$ cat config.mk
export PLATFORM = sky130hd
export DESIGN_NAME = rx_sync_deframer
export DESIGN_NICKNAME = d
export VERILOG_FILES = /design/src/rtl/rxdf_pkg.sv /design/src/rtl/rxdf_sync_detect.sv /design/src/rtl/rxdf_byte_packer.sv /design/src/rtl/rxdf_fifo.sv /design/src/rtl/rx_sync_deframer.sv
export SDC_FILE = /design/constraint.sdc
export NUM_CORES = 1
export LEC_CHECK = 0
export BUFFER_PORTS_ARGS = -buffer_cell sky130_fd_sc_hd__buf_2
export CORE_MARGIN = 2
export CORE_UTILIZATION = 25
export DETAILED_ROUTE_END_ITERATION = 16
export HOLD_SLACK_MARGIN = 0.1
export PLACE_DENSITY = 0.45
export SLEW_MARGIN = 40
export SYNTH_ARGS = -nofsm -noshare
export SYNTH_HDL_FRONTEND = slang
export SYNTH_SLANG_ARGS = --single-unit
$ cat constraint.sdc
create_clock -name clk -period 2.4 [get_ports clk]
set_clock_uncertainty 0.15 [all_clocks]
set_input_delay 0.12 -clock clk [delete_from_list [all_inputs] [get_ports clk]]
set_output_delay 0.12 -clock clk [all_outputs]
set_load 0.1 [all_outputs]
$ cat src/rtl/rxdf_pkg.sv
package rxdf_pkg;

    localparam int BYTE_W     = 8;
    localparam int LEN_CODE_W = 2;

    typedef enum logic [2:0] {
        MODE_SLEEP   = 3'b000,
        MODE_STANDBY = 3'b001,
        MODE_SYNTH   = 3'b010,
        MODE_RX      = 3'b011,
        MODE_TX      = 3'b100
    } rx_mode_e;

    typedef struct packed {
        logic              vld;
        logic [BYTE_W-1:0] data;
    } rx_byte_t;

    // Number of pattern bits selected by a length code.
    function automatic int unsigned pat_bits(input logic [LEN_CODE_W-1:0] code);
        return (int'(code) + 1) * 8;
    endfunction

endpackage

$ cat src/rtl/rxdf_sync_detect.sv
module rxdf_sync_detect
    import rxdf_pkg::*;
#(
    parameter int PAT_W = 32
) (
    input  logic                  clk,
    input  logic                  rst,
    input  logic                  clear_i,
    input  logic                  shift_i,
    input  logic                  bit_i,
    input  logic [PAT_W-1:0]      pat_i,
    input  logic [LEN_CODE_W-1:0] len_i,
    output logic                  match_o
);
    localparam int CW = $clog2(PAT_W + 1);

    logic [PAT_W-2:0] hist_q;
    logic [CW-1:0]    fill_q;
    logic [PAT_W-1:0] hist_nx;
    logic [CW-1:0]    fill_nx;
    logic [CW-1:0]    need;
    logic [PAT_W-1:0] mask;

    always_comb begin
        hist_nx = {hist_q, bit_i};
        fill_nx = (fill_q == CW'(PAT_W)) ? fill_q : fill_q + 1'b1;
        need    = CW'(pat_bits(len_i));
        mask    = ~({PAT_W{1'b1}} << need);
        match_o = shift_i && (fill_nx >= need) && (((hist_nx ^ pat_i) & mask) == '0);
    end

    always_ff @(posedge clk) begin
        if (rst || clear_i) begin
            hist_q <= '0;
            fill_q <= '0;
        end else if (shift_i) begin
            hist_q <= hist_nx[PAT_W-2:0];
            fill_q <= fill_nx;
        end
    end

endmodule

$ cat src/rtl/rxdf_byte_packer.sv
module rxdf_byte_packer
    import rxdf_pkg::*;
(
    input  logic     clk,
    input  logic     rst,
    input  logic     flush_i,
    input  logic     bit_vld_i,
    input  logic     bit_i,
    output rx_byte_t out_o
);
    localparam int BCW = $clog2(BYTE_W);

    logic [BYTE_W-2:0] shreg_q;
    logic [BCW-1:0]    cnt_q;

    always_ff @(posedge clk) begin
        if (rst || flush_i) begin
            shreg_q  <= '0;
            cnt_q    <= '0;
            out_o    <= '0;
        end else begin
            out_o.vld <= 1'b0;
            if (bit_vld_i) begin
                if (cnt_q == BCW'(BYTE_W - 1)) begin
                    out_o.data <= {shreg_q, bit_i};
                    out_o.vld  <= 1'b1;
                    cnt_q      <= '0;
                end else begin
                    shreg_q <= {shreg_q[BYTE_W-3:0], bit_i};
                    cnt_q   <= cnt_q + 1'b1;
                end
            end
        end
    end

endmodule

$ cat src/rtl/rxdf_fifo.sv
module rxdf_fifo #(
    parameter int DEPTH = 4,
    parameter int W     = 8
) (
    input  logic         clk,
    input  logic         rst,
    input  logic         wr_i,
    input  logic [W-1:0] wdata_i,
    input  logic         rd_i,
    output logic [W-1:0] rdata_o,
    output logic         empty_o,
    output logic         full_o
);
    localparam int AW   = (DEPTH > 1) ? $clog2(DEPTH) : 1;
    localparam int CNTW = $clog2(DEPTH + 1);

    logic [W-1:0]    mem [DEPTH];
    logic [AW-1:0]   wp_q, rp_q;
    logic [CNTW-1:0] cnt_q;
    logic            do_wr, do_rd;

    assign empty_o = (cnt_q == '0);
    assign full_o  = (cnt_q == CNTW'(DEPTH));
    assign do_wr   = wr_i && !full_o;
    assign do_rd   = rd_i && !empty_o;
    assign rdata_o = mem[rp_q];

    function automatic logic [AW-1:0] bump(input logic [AW-1:0] p);
        return (p == AW'(DEPTH - 1)) ? '0 : p + 1'b1;
    endfunction

    always_ff @(posedge clk) begin
        if (do_wr) mem[wp_q] <= wdata_i;
    end

    always_ff @(posedge clk) begin
        if (rst) begin
            wp_q  <= '0;
            rp_q  <= '0;
            cnt_q <= '0;
        end else begin
            if (do_wr) wp_q <= bump(wp_q);
            if (do_rd) rp_q <= bump(rp_q);
            case ({do_wr, do_rd})
                2'b10:   cnt_q <= cnt_q + 1'b1;
                2'b01:   cnt_q <= cnt_q - 1'b1;
                default: cnt_q <= cnt_q;
            endcase
        end
    end

endmodule

$ cat src/rtl/rx_sync_deframer.sv
module rx_sync_deframer
    import rxdf_pkg::*;
#(
    parameter int PAT_W = 32,
    parameter int DEPTH = 4
) (
    input  logic                  clk,
    input  logic                  rst,
    input  logic [2:0]            mode_i,
    input  logic                  arm_i,
    input  logic [PAT_W-1:0]      pat_i,
    input  logic [LEN_CODE_W-1:0] pat_len_i,
    input  logic                  bit_i,
    input  logic                  bit_vld_i,
    input  logic                  rd_en_i,
    output logic [BYTE_W-1:0]     rx_data_o,
    output logic                  rx_empty_o,
    output logic                  irq0_o,
    output logic                  ovf_o,
    output logic                  armed_o,
    output logic                  capturing_o
);
    logic     in_rx;
    logic     armed_q, cap_q, irq_q, ovf_q;
    logic     search, match;
    logic     fifo_full, push;
    rx_byte_t pk_byte;

    assign in_rx  = (mode_i == MODE_RX);
    assign search = armed_q && !cap_q && in_rx && bit_vld_i;

    rxdf_sync_detect #(.PAT_W(PAT_W)) u_detect (
        .clk     (clk),
        .rst     (rst),
        .clear_i (arm_i),
        .shift_i (search),
        .bit_i   (bit_i),
        .pat_i   (pat_i),
        .len_i   (pat_len_i),
        .match_o (match)
    );

    rxdf_byte_packer u_packer (
        .clk       (clk),
        .rst       (rst),
        .flush_i   (!cap_q),
        .bit_vld_i (cap_q && in_rx && bit_vld_i),
        .bit_i     (bit_i),
        .out_o     (pk_byte)
    );

    assign push = pk_byte.vld && !fifo_full;

    rxdf_fifo #(.DEPTH(DEPTH), .W(BYTE_W)) u_fifo (
        .clk     (clk),
        .rst     (rst),
        .wr_i    (push),
        .wdata_i (pk_byte.data),
        .rd_i    (rd_en_i),
        .rdata_o (rx_data_o),
        .empty_o (rx_empty_o),
        .full_o  (fifo_full)
    );

    always_ff @(posedge clk) begin
        if (rst) begin
            armed_q <= 1'b0;
            cap_q   <= 1'b0;
            irq_q   <= 1'b0;
            ovf_q   <= 1'b0;
        end else begin
            if (match)      armed_q <= 1'b0;
            else if (arm_i) armed_q <= 1'b1;

            if (!in_rx)     cap_q <= 1'b0;
            else if (match) cap_q <= 1'b1;

            irq_q <= push;
            ovf_q <= ovf_q | (pk_byte.vld && fifo_full);
        end
    end

    assign irq0_o      = irq_q;
    assign ovf_o       = ovf_q;
    assign armed_o     = armed_q;
    assign capturing_o = cap_q;

endmodule

# Word level (Yosys, flattened, before mapping)
# Memory sizes are Yosys's and may differ from the RTL's. A register that Yosys moved wholly into a read port is not among the register bits.
# Cells that the tools add are included.
dict set report op_classes {
  add_sub_neg 7
  order_cmp 1
  eq_ne 8
  shifts 1
  n_mux 10
  n_bitwise 7
  n_reduce_logical 24
}
# op n
set ops {}
lappend ops {{32-bit AND} 1}
lappend ops {{32-bit logical NOT} 1}
lappend ops {{32-bit NOT} 1}
lappend ops {{32-bit by 6-bit << shifter with 32-bit output, first input constant} 1}
lappend ops {{32-bit XOR} 1}
lappend ops {{1-bit logical AND} 11}
lappend ops {{9-bit 2-to-1 mux} 1}
lappend ops {{2-bit 2-to-1 mux} 4}
lappend ops {{3-bit by 1-bit adder with 3-bit output, second input constant} 2}
lappend ops {{6-bit by 1-bit adder with 6-bit output, second input constant} 1}
lappend ops {{2-bit equality test, second input constant} 3}
lappend ops {{3-bit equality test, second input constant} 2}
lappend ops {{6-bit equality test, second input constant} 1}
lappend ops {{6-bit greater-or-equal comparator} 1}
lappend ops {{6-bit 2-to-1 mux} 1}
lappend ops {{3-bit case mux with 2 select lines} 1}
lappend ops {{2-bit OR reduction} 3}
lappend ops {{2-bit by 1-bit adder with 2-bit output, second input constant} 2}
lappend ops {{2-bit AND reduction} 2}
lappend ops {{2-bit by 1-bit adder with 3-bit output, second input constant} 1}
lappend ops {{3-bit by 2-bit equality test with 1-bit output, second input constant} 1}
lappend ops {{1-bit logical NOT} 3}
lappend ops {{3-bit logical NOT} 1}
lappend ops {{3-bit 2-to-1 mux} 1}
lappend ops {{other kinds (7)} 11}
dict set report totals {
  reg_bits 67
  ramBits 32
  out_inout_bits 13
  wordCells 72
  mem_count 1
}
# name words width read_ports rd_clocked_by_memory_dff wr line_no
set mem_list {}
lappend mem_list {u_fifo.mem 4 8 1 1 1 rxdf_fifo.sv:17} ;# logic [W-1:0] mem [DEPTH];

# Depth between registers and ports, before layout
# Gate-level depths: netlist of the first run.
dict set report logic_depth {
  ltp_word 7
  mapped_depth 10
}

# Cells and area by module
# Synthesis of the first run repeated with hierarchy kept, for this count alone.
dict set report unflattened {
  cells_unflattened 400
  hier_area_um2 4535.6
}
# mod n_inst cells_per_inst area_per_inst_um2 seq_area_each_um2
set modules_own_cells {}
lappend modules_own_cells {rxdf_sync_detect 1 208 1969.4 740.7}
lappend modules_own_cells {rxdf_fifo 1 96 1647.8 1141.1}
lappend modules_own_cells {rxdf_byte_packer 1 79 744.5 380.4}
lappend modules_own_cells {rx_sync_deframer 1 17 173.9 80.1}

# Least setup slack after synthesis of the first run
# No wires, ideal clock.
dict set report synth_path {
  path_type {reg2reg}
  from {register u_fifo.cnt_q[2]}
  to {register u_fifo.cnt_q[2]}
  setup_time_ns 0.071
  arrival_ns 3.724
  required_ns 2.179
  setup_slack_ns -1.544
  stages_incl_launch_ff 10
  path_buffers 0
  period_less_slack_ns 3.944
  path_cell_list {dfxtp_1 -> nor3_1 -> nand2b_1 -> inv_1 -> ha_1 -> inv_1 -> fa_1 -> xor2_1 -> or3_1 -> a21oi_1}
}
dict set report synth_between {
  elab_cells_between_ends 13
}
# item line_no
set synth_lines {}
lappend synth_lines {{start: declaration} rxdf_fifo.sv:19} ;# logic [CNTW-1:0] cnt_q;
lappend synth_lines {{start signal: assignment} rxdf_fifo.sv:45} ;# 2'b10: cnt_q <= cnt_q + 1'b1;
lappend synth_lines {{start signal: assignment} rxdf_fifo.sv:46} ;# 2'b01: cnt_q <= cnt_q - 1'b1;
lappend synth_lines {{start signal: assignment} rxdf_fifo.sv:47} ;# default: cnt_q <= cnt_q;
lappend synth_lines {{3-bit logical NOT (*)} rxdf_fifo.sv:22} ;# assign empty_o = (cnt_q == '0);
lappend synth_lines {{net rx_empty_o} rx_sync_deframer.sv:17} ;# output logic rx_empty_o,
lappend synth_lines {{1-bit logical NOT (*)} rxdf_fifo.sv:25} ;# assign do_rd = rd_i && !empty_o;
lappend synth_lines {{1-bit logical AND (*)} rxdf_fifo.sv:25}
lappend synth_lines {{net u_fifo.do_rd} rxdf_fifo.sv:20} ;# logic do_wr, do_rd;
lappend synth_lines {{2-bit by 1-bit equality test with 1-bit output or 2-bit equality test (tied branches)} rxdf_fifo.sv:44} ;# case ({do_wr, do_rd})
lappend synth_lines {{3-bit case mux with 2 select lines or 2-bit nonzero test (tied branches)} n/a}
# Mark *: on every way through the listed nets, which the timed path passes. The rest lies on a longest branch.
# A chain may end at the register's enable or synchronous reset.

# Worst setup path in the final report of the first run
dict set report layout_path {
  from {register u_detect.fill_q[0]}
  to {register armed_q (netlist: armed_o)}
}
dict set report layout_between {
  elab_chain_cells 6
  elab_cells_between_ends 7
}
# item line_no
set layout_rtl {}
lappend layout_rtl {{start: declaration} rxdf_sync_detect.sv:18} ;# logic [CW-1:0] fill_q;
lappend layout_rtl {{start signal: assignment} rxdf_sync_detect.sv:38} ;# fill_q <= fill_nx;
lappend layout_rtl {{6-bit by 1-bit adder with 6-bit output or 6-bit equality test (tied branches)} rxdf_sync_detect.sv:26} ;# fill_nx = (fill_q == CW'(PAT_W)) ? fill_q : fill_q + 1'b1;
lappend layout_rtl {{6-bit 2-to-1 mux (*)} rxdf_sync_detect.sv:26}
lappend layout_rtl {{6-bit greater-or-equal comparator (*)} rxdf_sync_detect.sv:29} ;# match_o = shift_i && (fill_nx >= need) && (((hist_nx ^ pat_i) & mask) == '0);
lappend layout_rtl {{1-bit logical AND (*) (2 in series)} rxdf_sync_detect.sv:29}
lappend layout_rtl {{2-bit OR reduction (no source line) (*)} n/a}
lappend layout_rtl {{end signal: assignment} rx_sync_deframer.sv:67} ;# armed_q <= 1'b0;
lappend layout_rtl {{end signal: assignment} rx_sync_deframer.sv:72} ;# if (match) armed_q <= 1'b0;
lappend layout_rtl {{end signal: assignment} rx_sync_deframer.sv:73} ;# else if (arm_i) armed_q <= 1'b1;
lappend layout_rtl {{end: declaration} rx_sync_deframer.sv:24} ;# logic armed_q, cap_q, irq_q, ovf_q;
# Every way passes the cells marked *; elsewhere a longest branch is shown, timed or not.

==> impl_metrics.tcl, run 1 <==
set metrics [dict create \
    outcome "completed" \
    row_count 48 \
    synth_area_leaders "dfxtp_1 (31%), edfxtp_1 (22%), nand2_1 (6.8%)" \
    synth.most_common_cell "nand2_1" \
    end_kind "flip-flop" \
    nets 546 \
    drv_cap 0 \
    die_area_sq_um 18700 \
    h-tree-depth 3 \
    core_sq_um 17240 \
    ant_nets 0 \
    hold_path_class "input pin to flip-flop" \
    setup_violations 0 \
    crit_arrival_ns 2.32 \
    cts.sinks 101 \
    synth-async-reset-ratio 0 \
    crit_type "flip-flop to flip-flop" \
    holdWs_ns 0.1453 \
    worstSetupStartpoint "u_detect.fill_q[0]" \
    yosysTopAreaCell "dfxtp_1" \
    vias 3119 \
    yosysWarningCount 0 \
    post_cts_buffers 0 \
    yosys_most_used_dff "dfxtp_1" \
    synth_top_area_frac 0.3136 \
    antenna_found_initial 1 \
    p_total_mw 3.264 \
    rsz0062_at_grt "false" \
    cts_root_buf "clkbuf_16" \
    clock.fmax_mhz 448.0 \
    dp_cells 693 \
    cp_slowest_cell "dfxtp_1" \
    areaGrowthSynthToFinish_pct 20.48 \
    synth_area_sq_um 4404 \
    hold_viol 0 \
    grt_max_degree 38 \
    netlist_instances 427 \
    p_leak_nw 1.862 \
    report.final.slew_viol_count 0 \
    wl_per_cell_um 12.98 \
    final_core_util 0.3079 \
    fin_crit_ns 2.232 \
    drc_errors 0 \
    die_x_um 136.7 \
    ys_ff_latch 101 \
    port_buffers 55 \
    synth_commonest_cells "nand2_1 (80), dfxtp_1 (69), a21oi_1 (52)" \
    start_kind "flip-flop" \
    cts_buffer_depth 2 \
    crit_path_max_incr_delay_ns 0.43 \
    timing_worst_slew_pin_value_ns 0.7594 \
    totalWireLength_um 9292 \
    worst-path-max-fanout 5 \
    grtUsageTotal 0.1078 \
    synth-edff-count 32 \
    crit_path_end "armed_o" \
    dpl_cell_area_sq_um 4951 \
    via_per_inst 4.356 \
    cts_buffers 9 \
    grt_pass1_wl_um 15400 \
    crit_path_cell_trace "inv_1 -> ha_1 -> nor4b_4 -> a2111oi_2 -> o2111ai_1 -> a211o_1 -> o221a_1" \
    r2r_slack_ns 0.17 \
    clk_pin_slew_ns 0.07 \
    clk_latency_ns 0.35 \
    finalNonFillerCells 716 \
    power_density_nw_per_um2 615.2 \
    gp_congestion 0.8185 \
    r2r-end "armed_o" \
    ys_seq_area_frac 0.5318 \
    fin_area_sq_um 5306 \
    min_period_over_period 0.9300 \
    gr-total-overflow 0 \
    ys_types 41 \
    drt_first_iter_violations 159 \
    relSlewSlack 0.4937 \
    grt_pass1_vias 3129 \
    cp.required_ns 2.49 \
    cts_tree "yes" \
    fp.dieH_um 136.7 \
    syn_nets 488 \
    ios 56 \
    r2r_cells 7 \
    place_hpwl_um 6749 \
    avgSynthCellArea_sq_um 10.31 \
    initial_core_util 0.2555 \
    ir_drop_mv 0.3747 \
    reg2reg_from "u_detect.fill_q[0]" \
    drive_above_1_share 0.2102 \
    first_pass_iters 4 \
]
==> critical path, delay by kind of cell (launching register included) <==
kind	cells	cell delay, ns
AOI/OAI and AO/OA	4	1.08
DFF	1	0.43
adders and majority gates	1	0.21
and+or+nand+nor	1	0.14
buffers and inverters	1	0.12
==> power breakdown <==
group | switching, mW | internal, mW | leakage [nW]
logic | 0.0715 | 0.0586 | 0.944
clock network | 0.659 | 0.724 | 0.141
registers | 0.00153 | 1.75 | 0.777
==> cell type report <==
type / count / area, sq um
sequential: 101 / 2345
clock buffer: 10 / 229.0
antenna: 1 / 2.502
fill: 1780 / 11930
multi-input combinational: 290 / 1951
inverter: 15 / 56.30
timing repair buffer: 68 / 387.9
tap: 225 / 281.5
clock inverter: 6 / 53.80
==> state kept, by name (all words and copies together) (netlist names), named ones only <==
register	count
u_fifo.wp_q	2
irq0_o	1
u_fifo.rp_q	2
u_packer.shreg_q	7
armed_o	1
u_detect.hist_q	31
u_detect.fill_q	6
capturing_o	1
u_packer.cnt_q	3
ovf_o	1
u_fifo.mem	32
u_packer.out_o	9
u_fifo.cnt_q	3
==> cell families after synthesis <==
| kind of cell | Yosys count | synth area share |
|---|---|---|
| AND/OR/NAND/NOR | 141 | 0.1463 |
| flip-flops | 101 | 0.5318 |
| AO/OA/AOI/OAI | 72 | 0.08836 |
| XOR/XNOR | 40 | 0.07955 |
| buffers and inverters | 36 | 0.03523 |
| multiplexers | 19 | 0.06591 |
| adder cells (fa/ha/maj) | 18 | 0.05284 |
==> per-stage QoR <==
step	setup WS, ns	TNS (ns)
after detailed placement	0.06601	0
after CTS	0.03566	0
after global placement	0.1493	0
final	0.1680	0
after global routing	0.005601	0
after floorplan	-0.1663	-0.2975
==> layer usage <==
layer,track usage,up-vias,wire [um]
met5,0,-,0
li1,-,1588,-
met1,0.1285,1457,4192
met3,0.03852,12,473
met4,0.03472,0,145
met2,0.1806,62,4481
==> timing repair <==
item | in CTS | in global routing
endpoints found under the hold margin | 16 | 0
gates resized for setup | 0 | 4
setup endpoints to repair | 0 | 2
hold buffers | 6 | 0
==> worst min path at each step <==
stage | from | endpoint | slack [ns] | cells past startpoint
2_1_floorplan | bit_i | u_detect.hist_q[0] | 0.11 | 2
3_3_place_gp | arm_i | armed_o | 0.26 | 2
3_5_place_dp | arm_i | armed_o | 0.26 | 2
4_1_cts | pat_i[20] | capturing_o | 0.13 | 6
5_1_grt | bit_vld_i | u_packer.cnt_q[2] | 0.18 | 4
6_report | pat_i[20] | capturing_o | 0.15 | 6
==> cells in the final DEF (no fill, tap or decap), types with 2 or more instances in the layout <==
cell type       n
or3_1           3
clkbuf_16       9
mux4_2          8
mux2i_1        11
inv_2           3
xnor2_1        19
a21oi_1        52
buf_2          55
nor3_1          3
xor2_1         21
inv_1          12
edfxtp_1       32
nor2_1         22
clkinv_4        2
nor4_1          4
nand2_1        79
ha_1           16
and3_1          4
o21ai_0        12
dlygate4sd3_1   6
nand3_1         7
dfxtp_1        67
inv_8           2
nand4_1         6
dfxtp_2         2
buf_4           7
(Power assumes the default switching activity.)
==> run 2: changes to the inputs <==
--- a/config.mk
+++ b/config.mk
@@ -5,6 +5,7 @@
 export SDC_FILE = /design/constraint.sdc
 export NUM_CORES = 1
 export LEC_CHECK = 0
+export ABC_AREA = 1
 export BUFFER_PORTS_ARGS = -buffer_cell sky130_fd_sc_hd__buf_2
 export CORE_MARGIN = 2
 export CORE_UTILIZATION = 25
==> impl_metrics.tcl, run 2 <==
set metrics [dict create \
    ys_ff_latch 101 \
    outcome "completed" \
    first_pass_iters 5 \
    yosys_most_used_dff "dfxtp_1" \
    fp.dieH_um 140.8 \
    synth-async-reset-ratio 0 \
    r2r_slack_ns 0.20 \
    num-fill-cells 1957 \
    top_regs "u_fifo.mem (32), u_detect.hist_q (31), u_packer.out_o (9)" \
    power_density_nw_per_um2 601.1 \
    finalNonFillerCells 893 \
    ios 56 \
    avgSynthCellArea_sq_um 7.954 \
    clk_pin_slew_ns 0.07 \
    h-tree-depth 3 \
    gr-total-overflow 0 \
    min_period_over_period 0.9152 \
    crit_path_max_incr_delay_ns 0.40 \
    setup_violations 0 \
    worst-path-max-fanout 3 \
    crit_arrival_ns 2.29 \
    grtUsageTotal 0.1072 \
    areaGrowthSynthToFinish_pct 21.99 \
    row_count 50 \
    antenna_cells 0 \
    report.final.slew_viol_count 0 \
    hold_path_class "input pin to flip-flop" \
    dp_cells 870 \
    dpl_cell_area_sq_um 5326 \
    cp.required_ns 2.49 \
    regMostFlops "u_fifo.mem" \
    hold_viol 0 \
    post_cts_buffers 0 \
    p_leak_nw 2.244 \
    cts_root_buf "clkbuf_16" \
    place_hpwl_um 7452 \
    port_buffers 55 \
    die_area_sq_um 19820 \
    crit_path_cell_trace "inv_1 -> o31ai_2 -> ha_1 -> inv_1 -> fa_1 -> a21oi_1 -> o21ai_0 -> o21ai_0 -> a21oi_1" \
    crit_type "flip-flop to flip-flop" \
    die_x_um 140.8 \
    synth.most_common_cell "nand2_1" \
    relSlewSlack 0.6651 \
    fin_ws_ns 0.2036 \
    grt_max_degree 33 \
    netlist_instances 588 \
    nets 715 \
    ys_seq_area_frac 0.5008 \
    largest_reg_flops 32 \
    rsz0062_at_grt "false" \
    totalWireLength_um 10260 \
    initial_core_util 0.2526 \
    timing_worst_slew_pin_value_ns 0.5008 \
    synth_area_sq_um 4677 \
    cts.sinks 101 \
    syn_nets 649 \
    synth-edff-count 32 \
    vias 3808 \
    crit_family "compound AO/OA/AOI/OAI gates" \
    fin_crit_ns 2.196 \
    gp_congestion 0.7561 \
    drive_above_1_share 0.1563 \
    layout_commonest_cell "nand2_1" \
    antenna_found_initial 0 \
    drv_cap 0 \
    ys_types 29 \
    end_kind "flip-flop" \
    mostFrequentLayoutCells "nand2_1 (110), inv_1 (91), dfxtp_1 (69)" \
    wl_per_cell_um 11.48 \
    clk_latency_ns 0.35 \
    grt_pass1_vias 3641 \
    start_kind "flip-flop" \
    drt_first_iter_violations 151 \
    synth_commonest_cells "nand2_1 (110), inv_1 (91), dfxtp_1 (69)" \
    drc_errors 0 \
    critPathBufInv 2 \
    grt_pass1_wl_um 17040 \
    synth_area_leaders "dfxtp_1 (30%), edfxtp_1 (21%), nand2_1 (8.8%)" \
    cp_slowest_cell "dfxtp_1" \
    p_total_mw 3.430 \
    via_per_inst 4.264 \
    fin_area_sq_um 5705 \
    yosysWarningCount 0 \
    clock.fmax_mhz 455.3 \
    yosysTopAreaCell "dfxtp_1" \
    ant_nets 0 \
    core_sq_um 18520 \
    cts_tree "yes" \
    cts_buffers 9 \
    synth_top_area_frac 0.2953 \
    dp_slack_ns 0.2895 \
    cts_buffer_depth 2 \
    holdWs_ns 0.1503 \
    ir_drop_mv 0.3233 \
]
[run 2: changes by cell type after synthesis, sizes merged, moves of 6 or more]
cell,delta
inv,+79
o21ai,+56
nor2,+33
nand2,+31
nand3,+23
xor2,-19
xnor2,-13
mux2i,-11
mux4,-8
o22ai,+7
a21oi,+6
[run 2: what timing repair did]
action,in CTS,in global routing
resized for setup,0,1
hold buffers,7,0
hold endpoints to repair,14,0
setup endpoints to repair,0,1
[run 2: routing by layer]
metal	vias to the layer above	wire, um	global-route usage
met5	-	0	0
met4	0	220	0.04158
met3	13	335	0.02989
met1	1705	4845	0.1309
met2	59	4855	0.1800
li1	2031	-	-
[run 2: area by class of cell]
cell class / count / area (sq um) / area share
Clock buffer: 9 / 225.2 / 0.03947
Clock inverter: 7 / 81.33 / 0.01425
Inverter: 95 / 356.6 / 0.06250
Multi-Input combinational cell: 373 / 1959 / 0.3434
Sequential cell: 101 / 2342 / 0.4105
Tap cell: 234 / 292.8 / 0.05132
Timing Repair Buffer: 74 / 447.9 / 0.07851
[run 2: cells by family after synthesis]
| logic type | share of synthesized area |
|---|---|
| compound gates | 0.1552 |
| simple gates | 0.1854 |
| fa+ha+maj | 0.04976 |
| flops | 0.5008 |
| xor+xnor | 0.01498 |
| buf+inv | 0.09390 |
[run 2: metrics by stage]
stage / TNS, ns / utilization
after CTS: 0 / 0.3080
after global routing: 0 / 0.3081
after global placement: 0 / 0.2876
after floorplan: -0.06025 / -
final: 0 / 0.3081
after detailed placement: 0 / 0.2876
[run 2: path summary, 6_finish.rpt]
| kind | endpoint | from | cells after the start |
|---|---|---|---|
| worst min-delay path | u_packer.cnt_q[2] | bit_vld_i | 6 |
| worst min register to register | u_packer.shreg_q[6] | u_packer.shreg_q[6] | 2 |
| worst max register to register | u_fifo.cnt_q[2] | u_fifo.cnt_q[2] | 9 |
| worst max-delay path | u_fifo.cnt_q[2] | u_fifo.cnt_q[2] | 9 |
[run 2: worst reg2reg max path: stages (launching register included)]
cell and delay, ns:
dfxtp_1 0.40, inv_1 0.10, o31ai_2 0.23, ha_1 0.19, inv_1 0.07, fa_1 0.39
a21oi_1 0.19, o21ai_0 0.13, o21ai_0 0.17, a21oi_1 0.05
[run 2: where the power goes]
group | total [mW] | switching (mW) | internal, mW
Combinational | 0.179 | 0.104 | 0.0748
Clock | 1.49 | 0.745 | 0.749
Sequential | 1.76 | 0.00403 | 1.75
==> run 3: changes to the inputs <==
--- a/config.mk
+++ b/config.mk
@@ -9,8 +9,10 @@
 export BUFFER_PORTS_ARGS = -buffer_cell sky130_fd_sc_hd__buf_2
 export CORE_MARGIN = 2
 export CORE_UTILIZATION = 25
+export CTS_BUF_LIST = sky130_fd_sc_hd__clkbuf_8
 export DETAILED_ROUTE_END_ITERATION = 16
 export HOLD_SLACK_MARGIN = 0.1
+export MAX_ROUTING_LAYER = met4
 export PLACE_DENSITY = 0.45
 export SLEW_MARGIN = 40
 export SYNTH_ARGS = -nofsm -noshare
==> impl_metrics.tcl, run 3 (synthesis results as in run 2) <==
set metrics [dict create \
    wl_per_cell_um 11.52 \
    crit_path_cell_trace "dlygate4sd3_1 -> buf_2 -> nand2_2 -> dlygate4sd3_1 -> nor3_4 -> inv_2 -> o21ai_0 -> a21oi_1" \
    p_clk_frac 0.367 \
    crit_family "buffers and inverters" \
    top_usage_layer "met2" \
    reg2reg_from "u_fifo.cnt_q[2]" \
    worstSetupStartpoint "mode_i[1]" \
    p_switching_mw 0.8108 \
    end_kind "flip-flop" \
    largest_reg_flops 32 \
    fp.dieH_um 140.8 \
    drive_above_1_share 0.1578 \
    min_period_over_period 0.9419 \
    relSlewSlack 0.6654 \
    grtUsageTotal 0.1100 \
    nets 715 \
    dp_slack_ns 0.2895 \
    drt_first_iter_violations 171 \
    crit_arrival_ns 2.39 \
    clk_latency_ns 0.38 \
    use_met1 0.1313 \
    rsz0062_at_grt "false" \
    dp_cells 870 \
    intPower_mw 2.250 \
    power_density_nw_per_um2 546.1 \
    gp_congestion 0.7659 \
    fin_crit_ns 2.261 \
    areaGrowthSynthToFinish_pct 19.85 \
    holdWs_ns 0.1200 \
    layout_commonest_cell "nand2_1" \
    report.final.slew_viol_count 0 \
    vias 3822 \
    timing_worst_slew_pin_value_ns 0.5002 \
    grt_max_degree 33 \
    first_pass_iters 4 \
    initial_core_util 0.2526 \
    hold_viol 0 \
    outcome "completed" \
    ir_drop_mv 0.2113 \
    sw_frac_of_total 0.2649 \
    cp.required_ns 2.53 \
    cp_slowest_cell "dlygate4sd3_1" \
    place_hpwl_um 7452 \
    core_sq_um 18520 \
    die_area_sq_um 19820 \
    critPathBufInv 4 \
    cts_root_buf "clkbuf_8" \
    pwr-share-comb 0.058 \
    cts_buffers 9 \
    crit_type "input pin to flip-flop" \
    top_regs "u_fifo.mem (32), u_detect.hist_q (31), u_packer.out_o (9)" \
    antenna_found_initial 0 \
    crit_top_cell "dlygate4sd3_1" \
    grt_pass1_vias 3626 \
    drv_cap 0 \
    seqPwrFrac 0.574 \
    via_per_inst 4.280 \
    antenna_cells 0 \
    drc_errors 0 \
    min-delay-start "bit_vld_i" \
    setup_violations 0 \
    cts_tree "yes" \
    worst-path-max-fanout 15 \
    clk_pin_slew_ns 0.11 \
    h-tree-depth 3 \
    totalWireLength_um 10290 \
    ant_nets 0 \
    clock.fmax_mhz 442.4 \
    cts.sinks 101 \
    row_count 50 \
    fin_ws_ns 0.1395 \
    hold_path_class "input pin to flip-flop" \
    num-fill-cells 1972 \
    cts_buffer_depth 2 \
    grt_use_met2 0.1797 \
    finalNonFillerCells 893 \
    crit_path_max_incr_delay_ns 0.64 \
    p_leak_nw 2.197 \
    start_kind "input pin" \
    ios 56 \
    grt.met3_usage 0.02751 \
    regMostFlops "u_fifo.mem" \
    gr-total-overflow 0 \
    mostFrequentLayoutCells "nand2_1 (110), inv_1 (91), dfxtp_1 (68)" \
    grt_pass1_wl_um 17030 \
    port_buffers 55 \
    die_x_um 140.8 \
]
run 3: changes by cell type in the layout (fill, tap and decap cells not counted):
cell       change
clkbuf_16      -9
clkbuf_8       +9
dfxtp_1        -1
dfxtp_2        +1
run 3: final timing paths:
path	endpoint	slack [ns]	depth (start not counted)
min	u_packer.cnt_q[2]	0.12	6
max reg2reg	u_fifo.cnt_q[2]	0.19	9
max	u_detect.hist_q[20]	0.14	8
min reg2reg	u_packer.shreg_q[6]	0.30	2
run 3: layout make-up:
cell class                 instances  area (sq um)  share of cell area
clock buffer                       9         123.9             0.02210
clock inverter                     7         81.33             0.01451
inverter                          95         356.6             0.06362
multi-input combinational        373          1959              0.3496
sequential                       101          2344              0.4181
tap                              234         292.8             0.05223
timing repair buffer              74         447.9             0.07991
run 3: tightest hold or removal path, cell delays in order:
cell and delay [ns]:
buf_2 0.11, inv_1 0.15, nor3_4 0.07, inv_2 0.06
nor2_1 0.04, nor2_1 0.08
run 3: power groups by stage:
stage | Clock [mW] | Sequential [mW] | Combinational (mW)
6_report | 1.12 | 1.76 | 0.179
5_1_grt | 1.24 | 1.76 | 0.203
2_1_floorplan | 0 | 1.80 | 0.0919
3_3_place_gp | 0 | 1.80 | 0.171
3_5_place_dp | 0 | 1.80 | 0.172
4_1_cts | 1.18 | 1.76 | 0.181
run 3: metrics by stage:
| step | area, sq um | power, mW | util | setup TNS [ns] |
|---|---|---|---|---|
| after floorplan | 4738 | 1.896 | - | -0.06025 |
| after global routing | 5605 | 3.205 | 0.3027 | 0 |
| after global placement | 5326 | 1.968 | 0.2876 | 0 |
| final | 5605 | 3.061 | 0.3027 | 0 |
| after CTS | 5602 | 3.119 | 0.3025 | 0 |
| after detailed placement | 5326 | 1.969 | 0.2876 | 0 |
run 3: metal layers:
layer | share of wire | vias up
met5 | 0 | -
met4 | 0.022 | 0
met3 | 0.037 | 16
met2 | 0.47 | 65
met1 | 0.47 | 1710
li1 | - | 2031
run 3: repair_timing:
item                                    4_1_cts  5_1_grt
setup buffers                                 0        0
endpoints found under the setup margin        0        1
gates resized for setup                       0        2
endpoints found under the hold margin        21        0
hold buffers                                  7        0
